<file path="config.mk">
export PLATFORM = sky130hd
export DESIGN_NAME = hold_arb
export DESIGN_NICKNAME = d
export VERILOG_FILES = /design/src/rtl/hold_arb_pkg.sv /design/src/rtl/hold_arb_sync.sv /design/src/rtl/hold_arb_fsm.sv /design/src/rtl/hold_arb_float.sv /design/src/rtl/hold_arb.sv
export SDC_FILE = /design/constraint.sdc
export NUM_CORES = 1
export LEC_CHECK = 0
export BUFFER_PORTS_ARGS = -buffer_cell sky130_fd_sc_hd__buf_2
export CORE_AREA = 5 5 42 44
export CTS_CLUSTER_SIZE = 16
export DETAILED_ROUTE_END_ITERATION = 10
export DIE_AREA = 0 0 47 49
export PLACE_DENSITY = 0.39
export SYNTH_ARGS = -nofsm -noshare
export SYNTH_HDL_FRONTEND = slang
export SYNTH_SLANG_ARGS = --single-unit
export TNS_END_PERCENT = 1
</file>
<file path="constraint.sdc">
create_clock -name clk_i -period 3.81 [get_ports clk_i]
set_clock_uncertainty 0.05 [all_clocks]
set_input_delay 0.381 -clock clk_i [delete_from_list [all_inputs] [get_ports clk_i]]
set_output_delay 0.381 -clock clk_i [all_outputs]
set_load 0.1 [all_outputs]
</file>
<file path="src/rtl/hold_arb_pkg.sv">
package hold_arb_pkg;
  typedef enum logic [1:0] {
    ARB_IDLE  = 2'd0,
    ARB_ACK   = 2'd1,
    ARB_FLOAT = 2'd2
  } arb_state_e;
endpackage

</file>
<file path="src/rtl/hold_arb_sync.sv">
module hold_arb_sync #(
  parameter int unsigned STAGES = 2
) (
  input  logic clk_i,
  input  logic rst_ni,
  input  logic d_i,
  output logic q_o
);
  logic [STAGES-1:0] stg_q;

  for (genvar i = 0; i < STAGES; i++) begin : g_stage
    if (i == 0) begin : g_first
      always_ff @(posedge clk_i or negedge rst_ni) begin
        if (!rst_ni) stg_q[0] <= 1'b0;
        else         stg_q[0] <= d_i;
      end
    end else begin : g_next
      always_ff @(posedge clk_i or negedge rst_ni) begin
        if (!rst_ni) stg_q[i] <= 1'b0;
        else         stg_q[i] <= stg_q[i-1];
      end
    end
  end

  assign q_o = stg_q[STAGES-1];
endmodule

</file>
<file path="src/rtl/hold_arb_fsm.sv">
module hold_arb_fsm
  import hold_arb_pkg::*;
(
  input  logic       clk_i,
  input  logic       rst_ni,
  input  logic       req_i,
  input  logic       boundary_i,
  output arb_state_e state_o
);
  arb_state_e state_q, state_d;

  always_comb begin
    state_d = state_q;
    unique case (state_q)
      ARB_IDLE:  if (req_i && boundary_i) state_d = ARB_ACK;
      ARB_ACK:   state_d = ARB_FLOAT;   // ack leads release by one clock
      ARB_FLOAT: if (!req_i) state_d = ARB_IDLE;
      default:   state_d = ARB_IDLE;
    endcase
  end

  always_ff @(posedge clk_i or negedge rst_ni) begin
    if (!rst_ni) state_q <= ARB_IDLE;
    else         state_q <= state_d;
  end

  assign state_o = state_q;
endmodule

</file>
<file path="src/rtl/hold_arb_float.sv">
module hold_arb_float (
  input  logic clk_i,
  input  logic rst_ni,
  input  logic held_i,
  output logic float_o
);
  logic tail_q;

  // falling-edge copy stretches release by half a clock
  always_ff @(negedge clk_i or negedge rst_ni) begin
    if (!rst_ni) tail_q <= 1'b0;
    else         tail_q <= held_i;
  end

  assign float_o = held_i | tail_q;
endmodule

</file>
<file path="src/rtl/hold_arb.sv">
module hold_arb
  import hold_arb_pkg::*;
#(
  parameter int unsigned SYNC_STAGES = 2
) (
  input  logic clk_i,
  input  logic rst_ni,
  input  logic hold_req_i,
  input  logic cyc_busy_i,
  input  logic cyc_end_i,
  output logic hold_ack_o,
  output logic bus_float_o,
  output logic start_inhibit_o
);
  logic       req_sync;
  logic       boundary;
  arb_state_e state;

  hold_arb_sync #(.STAGES(SYNC_STAGES)) i_sync (
    .clk_i (clk_i),
    .rst_ni(rst_ni),
    .d_i   (hold_req_i),
    .q_o   (req_sync)
  );

  assign boundary = !cyc_busy_i || cyc_end_i;

  hold_arb_fsm i_fsm (
    .clk_i     (clk_i),
    .rst_ni    (rst_ni),
    .req_i     (req_sync),
    .boundary_i(boundary),
    .state_o   (state)
  );

  hold_arb_float i_float (
    .clk_i  (clk_i),
    .rst_ni (rst_ni),
    .held_i (state == ARB_FLOAT),
    .float_o(bus_float_o)
  );

  assign hold_ack_o      = (state == ARB_ACK) || (state == ARB_FLOAT);
  assign start_inhibit_o = req_sync || hold_ack_o || bus_float_o;
endmodule

</file>
Word level (Yosys, flattened, before mapping) --
Cells that the tools add are included.
Storage, ports and cells: bits of input ports 5, word-level logic and storage cells 20, register bits 5
Operators by class: bitwise gates (word level) 1, reductions and logical operators 8, equality and inequality tests 4, mux-type cells 3
Operator list (number):
- $pmux W2 S3 | 1
- $logic_or A1 B1 Y1 | 4
- $mux W2 | 2
- $eq A2 B1 Y1 const B | 1
- $eq A2 B2 Y1 const B | 1
- $logic_not A2 Y1 | 1
- $ne A2 B1 Y1 const B | 1
- $ne A2 B2 Y1 const B | 1
- $reduce_and A2 Y1 | 1
- $logic_and A1 B1 Y1 | 1
- $logic_not A1 Y1 | 1
- $or A1 B1 Y1 | 1

Longest topological paths before layout --
word-level depth 5, depth in mapped cells 5, mapped depth without buffers 5

Modules after synthesis --
From an unflattened synthesis, not the netlist that was laid out.
Unflattened totals: cell total of the unflattened synthesis 15, area total of the unflattened synthesis 188.9 um^2
Modules (own cells, without submodules):
- hold_arb_fsm | area each 72.6 um^2, cells each 6, instances 1
- hold_arb_sync | area each 50.0 um^2, cells each 2, instances 1
- hold_arb | area each 35.0 um^2, cells each 5, instances 1
- hold_arb_float | area each 31.3 um^2, cells each 2, instances 1

==> metrics.cfg <==
[finish]
diodes=0
fillers=165
synthToLayoutAreaGrowth_pct=41.36
drive_above_1_share_pct=40.00
finalNetCount=40

[worst_setup_path]
critPathLaunchType=flop
cp.required_ns=3.38
path_max_fanout=2
crit_type=reg2out
rr_worst_depth=2
cp.arrival_ns=3.30
cp-end-kind=output pin

[drt]
viasPerCell=3.500
post_drt_wl_per_cell_um=9.087
drcViolationCount=0
via_count=161
drt_iter0_markers=0
drt-total-wl_um=418
dr.pass1.iters=1
ant_nets=0

[grt]
grt_max_degree=6
grtUsageMet3_pct=2.214
grt-busiest-layer=met2
grt_overflow_total=0
grt_pass1_wl_um=759
grt_usage_pct=4.947
use_met1_pct=5.111
met2_usage_pct=6.561
grt_pass1_vias=198
antenna_found_initial=0

[logic_synthesis]
ys_top_cells_by_count=dfrtp_1, ha_1, inv_1, mux2_1
ys_async_sr_fraction_pct=100.0
synth_top_cell_by_area=dfrtp_1
synth_seq_cells=5
syn-cell-area_sq_um=239.0
ys_top_cells_by_area=dfrtp_1, ha_1, dfrtn_1
synthDistinctLibCells=10
yosysWarnings=0
synth_top_area_share_pct=41.88
synthesis.nets=27
synth-main-ff-cell=dfrtp_1
netlist_instances=18
yosysSeqAreaShare_pct=52.36
syn_area_per_cell_sq_um=13.28
synth-edff-count=0

[die]
core_area_sq_um=1401
fp.dieW_um=47
ios=8
row_count=14
dieHeight_um=49
start_util_pct=17.05
die_area_sq_um=2303

[clock_network]
cts_root_buf=clkbuf_4
cts_sinks=5
cts-htree-levels=1
cts_buffers=3
clockBufferDepth=2
clk_pin_slew_ns=0.04
clock_latency_ns=0.24
cts_tree=yes
postCtsSetupBuffers=0

[timing]
drv_slew=0
tightest_slew_ns=0.4852
finalSetupViolations=0
hold_ws_ns=0.1954
setup-tns-final_ns=0
slew_headroom_pct=67.88
rsz0062_at_grt=no
hold_viol_final=0

[run]
maxCapViolCount=0

[status]
status=completed

[hold_path]
holdPathStages=1
hp-class=in2reg

[placement]
gp_congestion=0.6131
port_buffers=7
dp_hpwl_um=355.2

-- flip-flops by register name, indices dropped and copies added, names as in the netlist --
signal	count
i_sync.q_o	1
i_sync.stg_q	1
i_fsm.state_o	2
i_float.tail_q	1
-- routing by layer --
metal	wire length, um	vias up	share of wire (%)
li1	-	81	-
met1	167	74	40
met2	200	6	48
met3	50	0	12
met4	0	0	0
met5	0	-	0
-- what timing repair did --
action,CTS,global route
resized for setup,0,2
hold buffers,1,0
hold endpoints to repair,4,0
setup endpoints to repair,0,1
-- worst max-delay path, stage by stage, from the launching register on --
cell and delay, ns:
dfrtn_1 0.31, or2_2 0.27, or3_4 0.32, buf_4 0.24
-- worst paths after layout --
path	from	end	slack [ns]
min in group asynchronous	rst_ni	i_fsm.state_o[0]	0.44
setup reg to reg	i_fsm.state_o[0]	i_float.tail_q	1.03
setup / recovery	i_float.tail_q	start_inhibit_o	0.08
hold reg to reg	i_sync.stg_q[0]	i_sync.q_o	0.32
max in group asynchronous	rst_ni	i_float.tail_q	1.33
hold / removal	hold_req_i	i_sync.stg_q[0]	0.20
-- cells by family (layout without fill, tap and decap cells) --
logic type    after synthesis  count (layout)  synth area share, %
simple gates                4               4                9.951
flops                       5               5                52.36
buf+inv                     2              14                3.143
fa+ha+maj                   4               4                20.94
mux                         3               3                13.61
-- area by class of cell --
cell class	instances	area, sq um	area share [%]
Sequential cell	5	125.1	37.04
Multi-Input combinational cell	11	111.4	32.96
Timing Repair Buffer	8	47.55	14.07
Clock buffer	4	26.28	7.778
Tap cell	16	20.02	5.926
Inverter	2	7.507	2.222
-- metrics by stage --
step           instances  utilization [%]  instance area (sq um)  worst slack, ns
6_report              46            24.11                  337.8          0.07847
5_1_grt               46            24.11                  337.8          0.03671
4_1_cts               46            23.93                  335.3         0.006414
3_5_place_dp          41            21.34                  299.0           0.2818
3_3_place_gp          41            21.34                  299.0           0.2898
2_1_floorplan         18                -                  244.0           0.1137
-- placed cells by master, fill, tap and decap left out --
master	synthesis	final
buf_4	0	1
dlygate4sd3_1	0	1
mux2i_1	1	1
nand2_1	1	1
inv_1	2	2
mux2_1	2	2
dfrtp_1	4	4
clkbuf_4	0	3
or2_2	0	1
nand3b_1	1	1
ha_1	4	4
dfrtn_1	1	1
or3_4	0	1
buf_2	0	6
clkbuf_1	0	1
Power is not shown: default switching activity piles up to over one toggle a cycle in this logic, so the estimate is an artifact.
